<file path="src/rtl/lmw_pkg.sv">
package lmw_pkg;

  typedef enum logic [1:0] {
    CR_HOLD = 2'd0,
    CR_TAKE = 2'd1,
    CR_GIVE = 2'd2
  } credit_op_e;

endpackage

</file>
<file path="src/rtl/lmw_credit.sv">
module lmw_credit #(
  parameter int DEPTH = 5,
  parameter int CW    = $clog2(DEPTH + 1)
) (
  input  logic          clk,
  input  logic          rst_n,
  input  logic          take,
  input  logic          give,
  output logic [CW-1:0] credit,
  output logic          avail
);
  import lmw_pkg::*;

  localparam logic [CW-1:0] FULL = CW'(DEPTH);

  credit_op_e    op;
  logic [CW-1:0] credit_d;
  logic [CW-1:0] credit_q;
  logic          credit_en;

  always_comb begin
    op = CR_HOLD;
    if (take && !give) op = CR_TAKE;
    if (give && !take) op = CR_GIVE;
  end

  always_comb begin
    credit_d  = credit_q;
    credit_en = 1'b0;
    case (op)
      CR_TAKE: begin credit_d = credit_q - 1'b1; credit_en = 1'b1; end
      CR_GIVE: begin credit_d = credit_q + 1'b1; credit_en = 1'b1; end
      default: begin credit_d = credit_q;        credit_en = 1'b0; end
    endcase
  end

  always_ff @(posedge clk or negedge rst_n) begin
    if (!rst_n)         credit_q <= FULL;
    else if (credit_en) credit_q <= credit_d;
  end

  assign credit = credit_q;
  assign avail  = (credit_q != '0);

endmodule

</file>
<file path="src/rtl/lmw_tag_pipe.sv">
module lmw_tag_pipe #(
  parameter int LAT = 3
) (
  input  logic           clk,
  input  logic           rst_n,
  input  logic           tag_in,
  output logic           tag_out,
  output logic [LAT-1:0] stages
);
  logic [LAT-1:0] stage_q;
  logic [LAT-1:0] stage_d;

  generate
    for (genvar s = 0; s < LAT; s++) begin : g_stage
      if (s == 0) begin : g_head
        assign stage_d[s] = tag_in;
      end else begin : g_body
        assign stage_d[s] = stage_q[s-1];
      end
    end
  endgenerate

  always_ff @(posedge clk or negedge rst_n) begin
    if (!rst_n) stage_q <= '0;
    else        stage_q <= stage_d;
  end

  assign tag_out = stage_q[LAT-1];
  assign stages  = stage_q;

endmodule

</file>
<file path="src/rtl/lmw_rsp_fifo.sv">
module lmw_rsp_fifo #(
  parameter int DEPTH  = 5,
  parameter int DATA_W = 8,
  parameter int PW     = (DEPTH > 1) ? $clog2(DEPTH) : 1,
  parameter int OW     = $clog2(DEPTH + 1)
) (
  input  logic              clk,
  input  logic              rst_n,
  input  logic              wr,
  input  logic [DATA_W-1:0] wdata,
  input  logic              rd,
  output logic [DATA_W-1:0] rdata,
  output logic              nonempty,
  output logic [OW-1:0]     occ
);
  localparam logic [PW-1:0] LAST = PW'(DEPTH - 1);

  logic [DATA_W-1:0] store_q [DEPTH];
  logic [PW-1:0]     wptr_q, wptr_d;
  logic [PW-1:0]     rptr_q, rptr_d;
  logic [OW-1:0]     occ_q,  occ_d;
  logic              rd_eff;

  assign rd_eff = rd && (occ_q != '0);

  always_comb begin
    wptr_d = wptr_q;
    rptr_d = rptr_q;
    occ_d  = occ_q;
    if (wr)     wptr_d = (wptr_q == LAST) ? '0 : wptr_q + 1'b1;
    if (rd_eff) rptr_d = (rptr_q == LAST) ? '0 : rptr_q + 1'b1;
    if (wr && !rd_eff) occ_d = occ_q + 1'b1;
    if (rd_eff && !wr) occ_d = occ_q - 1'b1;
  end

  always_ff @(posedge clk or negedge rst_n) begin
    if (!rst_n) begin
      wptr_q <= '0;
      rptr_q <= '0;
      occ_q  <= '0;
    end else begin
      wptr_q <= wptr_d;
      rptr_q <= rptr_d;
      occ_q  <= occ_d;
    end
  end

  always_ff @(posedge clk) begin
    if (wr) store_q[wptr_q] <= wdata;
  end

  assign rdata    = store_q[rptr_q];
  assign nonempty = (occ_q != '0);
  assign occ      = occ_q;

endmodule

</file>
<file path="src/rtl/lat_mem_wrap.sv">
module lat_mem_wrap #(
  parameter int ADDR_W = 4,
  parameter int DATA_W = 8,
  parameter int LAT    = 3,
  parameter int DEPTH  = 5
) (
  input  logic              clk,
  input  logic              rst_n,
  input  logic              req_valid,
  input  logic [ADDR_W-1:0] req_addr,
  output logic              req_ready,
  output logic              rsp_valid,
  output logic [DATA_W-1:0] rsp_data,
  input  logic              rsp_pop,
  output logic              mem_rd_en,
  output logic [ADDR_W-1:0] mem_rd_addr,
  input  logic [DATA_W-1:0] mem_rd_data
);
  localparam int CW = $clog2(DEPTH + 1);

  initial begin
    if (LAT < 1 || DEPTH < LAT) $error("lat_mem_wrap: need LAT >= 1 and DEPTH >= LAT");
  end

  logic           accept;
  logic           pop_eff;
  logic           credit_ok;
  logic [CW-1:0]  credit_q;
  logic           tag_out;
  logic [LAT-1:0] tag_stages;
  logic [CW-1:0]  fifo_occ;
  logic           fifo_nonempty;

  assign accept  = req_valid && credit_ok;
  assign pop_eff = rsp_pop && fifo_nonempty;

  lmw_credit #(.DEPTH(DEPTH), .CW(CW)) u_credit (
    .clk    (clk),
    .rst_n  (rst_n),
    .take   (accept),
    .give   (pop_eff),
    .credit (credit_q),
    .avail  (credit_ok)
  );

  lmw_tag_pipe #(.LAT(LAT)) u_tags (
    .clk     (clk),
    .rst_n   (rst_n),
    .tag_in  (accept),
    .tag_out (tag_out),
    .stages  (tag_stages)
  );

  lmw_rsp_fifo #(.DEPTH(DEPTH), .DATA_W(DATA_W), .OW(CW)) u_fifo (
    .clk      (clk),
    .rst_n    (rst_n),
    .wr       (tag_out),
    .wdata    (mem_rd_data),
    .rd       (pop_eff),
    .rdata    (rsp_data),
    .nonempty (fifo_nonempty),
    .occ      (fifo_occ)
  );

  assign req_ready   = credit_ok;
  assign rsp_valid   = fifo_nonempty;
  assign mem_rd_en   = accept;
  assign mem_rd_addr = req_addr;

endmodule

</file>
<file path="config.mk">
export PLATFORM = sky130hd
export DESIGN_NAME = lat_mem_wrap
export DESIGN_NICKNAME = d
export VERILOG_FILES = /design/src/rtl/lmw_pkg.sv /design/src/rtl/lmw_credit.sv /design/src/rtl/lmw_tag_pipe.sv /design/src/rtl/lmw_rsp_fifo.sv /design/src/rtl/lat_mem_wrap.sv
export SDC_FILE = /design/constraint.sdc
export NUM_CORES = 1
export LEC_CHECK = 0
export ABC_AREA = 1
export BUFFER_PORTS_ARGS = -buffer_cell sky130_fd_sc_hd__buf_2
export CORE_UTILIZATION = 57
export CTS_CLUSTER_SIZE = 12
export DETAILED_ROUTE_END_ITERATION = 10
export PLACE_DENSITY = 0.75
export SYNTH_ARGS = -nofsm -noshare
export SYNTH_HDL_FRONTEND = slang
export SYNTH_SLANG_ARGS = --single-unit
</file>
<file path="constraint.sdc">
create_clock -name clk -period 2.2 [get_ports clk]
set_input_delay 0.11 -clock clk [delete_from_list [all_inputs] [get_ports clk]]
set_output_delay 0.11 -clock clk [all_outputs]
set_load 0.01 [all_outputs]
</file>
# Word level (Yosys, flattened, before mapping)
# Memory sizes are Yosys's and may differ from the RTL's.
# Index checks and enable logic that the tools add are counted.
# word_totals
n_memories,1
register_bits,15
inputBits,16
latch_bits,0
romBits,0
ramBits,40
# memory_table
name,depth,word_bits,read_ports,rd_ports_with_merged_regs,write_ports,line_no,text
u_fifo.store_q,5,8,1,0,1,lmw_rsp_fifo.sv:18,logic [DATA_W-1:0] store_q [DEPTH];
# op_classes
n_mux,10
div,0
eq_ne,4
order_cmp,0
reduce_logical,17
shifts,0
bitwise_logic,0
n_mul,0
add_sub_neg,6
# op_table
op,count
"3-bit by 1-bit adder with 3-bit output, second input constant",4
3-bit 2-to-1 mux,4
1-bit logical AND,7
"3-bit == test, second input constant",2
3-bit one-hot mux with 2 select lines,1
3-bit nonzero test,2
"3-bit by 1-bit subtractor with 3-bit output, second input constant",2
1-bit logical NOT,4
1-bit 2-to-1 mux,4
2-bit nonzero test,2
"2-bit by 1-bit == test with 1-bit output, second input constant",1
"2-bit == test, second input constant",1
2-bit 2-to-1 mux,1
2-bit AND reduction,1
2-bit OR reduction,1

# Depth between registers and ports, before layout
# logic_depth
ltp_word,10
depth_mapped,11
ltp_nobuf,11

# Hierarchy
# From an unflattened synthesis, not the netlist that was laid out.
# hier_totals
hier_cells,261
hier_area_um2,2565.0
# modules_own_cells
mod,seq_area_each_um2,area_per_inst_um2,instances,cells_per_inst
lmw_rsp_fifo,1426.4,2254.7,1,227
lmw_credit,77.6,182.7,1,22
lmw_tag_pipe,75.1,82.6,1,4
lat_mem_wrap,0.0,45.0,1,8

# Worst setup path before layout
# No wires, ideal clock.
# synth_path
kind,register to register
startpoint,register u_fifo.occ_q[0] (netlist: u_fifo.occ[0])
endpoint,register u_fifo.occ_q[2] (netlist: u_fifo.occ[2])
period_less_slack_ns,1.761
t_required_ns,2.077
setup_slack_ns,0.439
n_path_buf,0
stages_incl_launch_ff,11
arrival_time_ns,1.638
cell_sequence,dfrtp_1 inv_1 nand3_1 nand2_1 inv_1 ha_1 inv_1 fa_1 nand2_1 nand3_1 xor2_1
# synth_between
elab_chain_cells,6
elab_cells_between_ends,11
# synth_rtl
item,line_no,text
"start, declared",lmw_rsp_fifo.sv:21,"logic [OW-1:0] occ_q, occ_d;"
"start signal, assigned",lmw_rsp_fifo.sv:40,occ_q <= '0;
"start signal, assigned",lmw_rsp_fifo.sv:44,occ_q <= occ_d;
3-bit nonzero test (*),lmw_rsp_fifo.sv:53,assign nonempty = (occ_q != '0);
named net rsp_valid,lat_mem_wrap.sv:12,"output logic rsp_valid,"
1-bit logical AND,lat_mem_wrap.sv:35,assign pop_eff = rsp_pop && fifo_nonempty;
1-bit logical AND (*),lmw_rsp_fifo.sv:24,assign rd_eff = rd && (occ_q != '0);
named net u_fifo.rd_eff,lmw_rsp_fifo.sv:22,logic rd_eff;
1-bit logical NOT,lmw_rsp_fifo.sv:32,if (wr && !rd_eff) occ_d = occ_q + 1'b1;
1-bit logical AND,lmw_rsp_fifo.sv:32,
2-bit nonzero test (no source line),--,
# The timed path passes the listed nets; every way through them passes the cells marked *. The select of a mux whose other input is x is not followed.
# A chain may end at the register's enable or synchronous reset.

# Worst setup path in the final report
# layout_path
startpoint,register u_fifo.occ_q[0] (netlist: u_fifo.occ[0])
endpoint,register u_fifo.occ_q[2] (netlist: u_fifo.occ[2])
# layout_between
elab_chain_cells,6
elab_cells_between_ends,11
# layout_rtl
item,line_no
3-bit nonzero test (*),"lmw_rsp_fifo.sv:24, lmw_rsp_fifo.sv:53"
1-bit logical AND,lat_mem_wrap.sv:35
1-bit logical AND (*),lmw_rsp_fifo.sv:24
named net u_fifo.rd_eff,lmw_rsp_fifo.sv:22
1-bit logical NOT,lmw_rsp_fifo.sv:32
1-bit logical AND,lmw_rsp_fifo.sv:32
2-bit nonzero test (no source line),--
# Marks and branches as above.

==> impl_metrics.env <==
export IMPL_busiest_layer="met2"
export IMPL_die_y_microns=68.9
export IMPL_hold_class="in2reg"
export IMPL_hpwl_microns=2870
export IMPL_synth_area_per_cell_sq_um=9.92
export IMPL_first_pass_iters=4
export IMPL_status="finished clean"
export IMPL_met2_usage=0.335
export IMPL_min_delay_start="mem_rd_data[0]"
export IMPL_worst_setup_path_type="reg2reg"
export IMPL_grt_start_max_net_pins=19
export IMPL_drv_slew=0
export IMPL_cts_htree_levels=2
export IMPL_tns_ns=0
export IMPL_nets=308
export IMPL_critical_path_arrival_ns=2.05
export IMPL_ys_ff_latch=55
export IMPL_max_freq_mhz=541
export IMPL_syn_num_nets=281
export IMPL_cts_setup_buffers=0
export IMPL_synth_seq_area_share=0.620
export IMPL_clock_path_buffers=2
export IMPL_crit_fanout=6
export IMPL_io_pins=31
export IMPL_slew_headroom=0.651
export IMPL_root_buffer="clkbuf_8"
export IMPL_gr_total_overflow=0
export IMPL_fillers=342
export IMPL_register_area_sq_mm=0.00158
export IMPL_ir_drop_mv=0.734
export IMPL_syn_inst=257
export IMPL_end_kind="register"
export IMPL_worstReg2RegEnd="u_fifo.occ[2]"
export IMPL_cp_required_ns=2.40
export IMPL_grtUsageMet3=0.0609
export IMPL_r2r_slack_ns=0.35
export IMPL_worst_slack_ns=0.351
export IMPL_cts_resized=0
export IMPL_route_antenna_remaining_nets=0
export IMPL_grtUsageTotal=0.206
export IMPL_grtUsageMet1=0.260
export IMPL_initial_utilization=0.615
export IMPL_cts_reportedPaths_clkPinSlew_ns=0.10
export IMPL_whs_endpoint="u_fifo.store_q[4][0]"
export IMPL_dieArea_sq_mm=0.00474
export IMPL_power_density_mw_per_mm2=1270
export IMPL_finalSetupViolations=0
export IMPL_final_cell_count_no_fill=335
export IMPL_design_core_area_sq_mm=0.00414
export IMPL_synth_cell_types=24
export IMPL_worst_setup_path_start_kind="register"
export IMPL_drtIter0Drc=115
export IMPL_worstMarginPinSlew_ns=0.524
export IMPL_clock_sinks=55
export IMPL_drcViolationCount=0
export IMPL_vias_per_cell=4.90
export IMPL_tritoncts="done"
export IMPL_grt_pass1_vias=1451
export IMPL_numCtsBuffers=5
export IMPL_rsz0062_at_grt="false"
export IMPL_synth_top_area_cell="edfxtp_1"
export IMPL_grt_pass1_wl_microns=6570
export IMPL_grt_antenna_before_repair=0
export IMPL_die_x_microns=68.9
export IMPL_antennaDiodeCount=0
export IMPL_rr_startpoint="u_fifo.occ[0]"
export IMPL_holdPathStages=1
export IMPL_gp_congestion=0.772
export IMPL_fin_skew_ns=0.00541
export IMPL_portBuffers=22
export IMPL_leakage_nw=1.36
export IMPL_multi_input_area_sq_um=687
export IMPL_fin_crit_sh=0.840
export IMPL_hold_violations=0
export IMPL_holdWs_ns=0.0192
export IMPL_cap_violations=0
export IMPL_vias=1641
export IMPL_wire_per_inst_microns=12.5
export IMPL_synth_top_area_share=0.471
export IMPL_clk_latency_ns=0.31
export IMPL_r2r_cells=10
export IMPL_synth_warning_count=0
export IMPL_netlist_area_sq_mm=0.00255
export IMPL_synth_area_top_cells="edfxtp_1 (47%), dfrtp_1 (13%), nand2_1 (13%), inv_1 (7.2%), nand3_1 (3.9%)"
export IMPL_drive_gt1_frac=0.172
export IMPL_place_inst=326
export IMPL_period_needed_ns=1.85
export IMPL_place_ws_ns=0.343
export IMPL_wl_microns=4200
export IMPL_area_delta_synth_final_pct=10.5
export IMPL_rows=23
## layer usage
layer	share of wire	up-vias
li1	-	842
met1	0.44	758
met2	0.50	34
met3	0.046	7
met4	0.014	0
met5	0	-
## kinds of logic after synthesis
| group | count (synthesis) | synth area share |
|---|---|---|
| simple gates | 122 | 0.198 |
| fa+ha+maj | 8 | 0.0452 |
| flops | 55 | 0.620 |
| buf+inv | 62 | 0.111 |
| xor+xnor | 4 | 0.0137 |
| compound gates | 6 | 0.0128 |
## repair_timing
action	in CTS	in global routing
hold endpoints to repair	15	0
endpoints found under the setup margin	0	0
hold buffers	1	0
## sequential cells by signal, indices dropped and copies added, names as in the netlist
signal / cells
u_tags.stages: 3
u_fifo.wptr_q: 3
u_fifo.store_q: 40
u_fifo.occ: 3
u_credit.credit: 3
u_fifo.rptr_q: 3
## final cells by class
| type | count | share of cell area |
|---|---|---|
| clock buffers | 5 | 0.0244 |
| clock inverters | 3 | 0.0164 |
| inverters | 52 | 0.0711 |
| multi-input cells | 140 | 0.244 |
| flip-flops and latches | 55 | 0.561 |
| well taps | 50 | 0.0222 |
| repair buffers | 30 | 0.0613 |
## worst max-delay path, stage by stage, from the launching register on
cell and delay, ns:
dfrtp_1 0.37, inv_1 0.07, nand3_1 0.10, nand2_1 0.12
inv_1 0.12, ha_1 0.17, inv_1 0.07, fa_1 0.38
nand2_1 0.09, nand3_1 0.09, xor2_1 0.14
## synthesized netlist by cell type
| master | instances |
|---|---|
| nand2_1 | 85 |
| inv_1 | 49 |
| edfxtp_1 | 40 |
| nand3_1 | 20 |
| dfrtp_1 | 13 |
| nand2_2 | 8 |
| nor2_1 | 8 |
| ha_1 | 6 |
| buf_4 | 5 |
| o21ai_0 | 4 |
| buf_2 | 2 |
| dfstp_2 | 2 |
| fa_1 | 2 |
| xnor2_1 | 2 |
| xor2_1 | 2 |
| a21boi_0 | 1 |
| a21oi_1 | 1 |
| buf_12 | 1 |
| buf_6 | 1 |
| clkbuf_1 | 1 |
| clkinv_1 | 1 |
| inv_2 | 1 |
| inv_6 | 1 |
| nor3_1 | 1 |
## worst max-delay path by stage
| stage | startpoint | to | slack, ns |
|---|---|---|---|
| after detailed placement | u_fifo.occ[0] | u_fifo.occ[2] | 0.34 |
| after CTS | u_fifo.occ[0] | u_fifo.occ[2] | 0.33 |
| after global routing | u_fifo.occ[0] | u_credit.credit[2] | 0.16 |
| after floorplan | u_fifo.occ[0] | u_fifo.occ[2] | 0.44 |
| after global placement | u_fifo.occ[0] | u_fifo.occ[2] | 0.46 |
| final | u_fifo.occ[0] | u_fifo.occ[2] | 0.35 |
## cells in the final DEF, fill, tap and decap left out, types with 2 or more instances in the layout
master / instances
inv_1: 49
xnor2_1: 2
nand3_1: 20
ha_1: 6
edfxtp_1: 40
o21ai_0: 4
clkbuf_8: 5
buf_4: 7
nand2_1: 85
fa_1: 2
buf_2: 22
dfrtp_1: 13
nor2_1: 8
nand2_2: 8
inv_6: 2
dfstp_2: 2
xor2_1: 2
## stage by stage
| step | util | power [mW] | instance area (sq um) |
|---|---|---|---|
| finish | 0.680 | 3.57 | 2820 |
| global route | 0.680 | 3.90 | 2820 |
| CTS | 0.680 | 3.61 | 2820 |
| detailed placement | 0.649 | 2.94 | 2690 |
| global placement | 0.649 | 2.89 | 2690 |
| floorplan | - | 2.58 | 2550 |
## where the power goes
group | total, mW | switching [mW] | internal [mW] | leakage, nW
logic | 1.35 | 0.827 | 0.521 | 0.768
clock network | 0.668 | 0.325 | 0.343 | 0.0548
registers | 1.55 | 0.178 | 1.37 | 0.541
No activity file was read; power rests on OpenSTA's default activity.
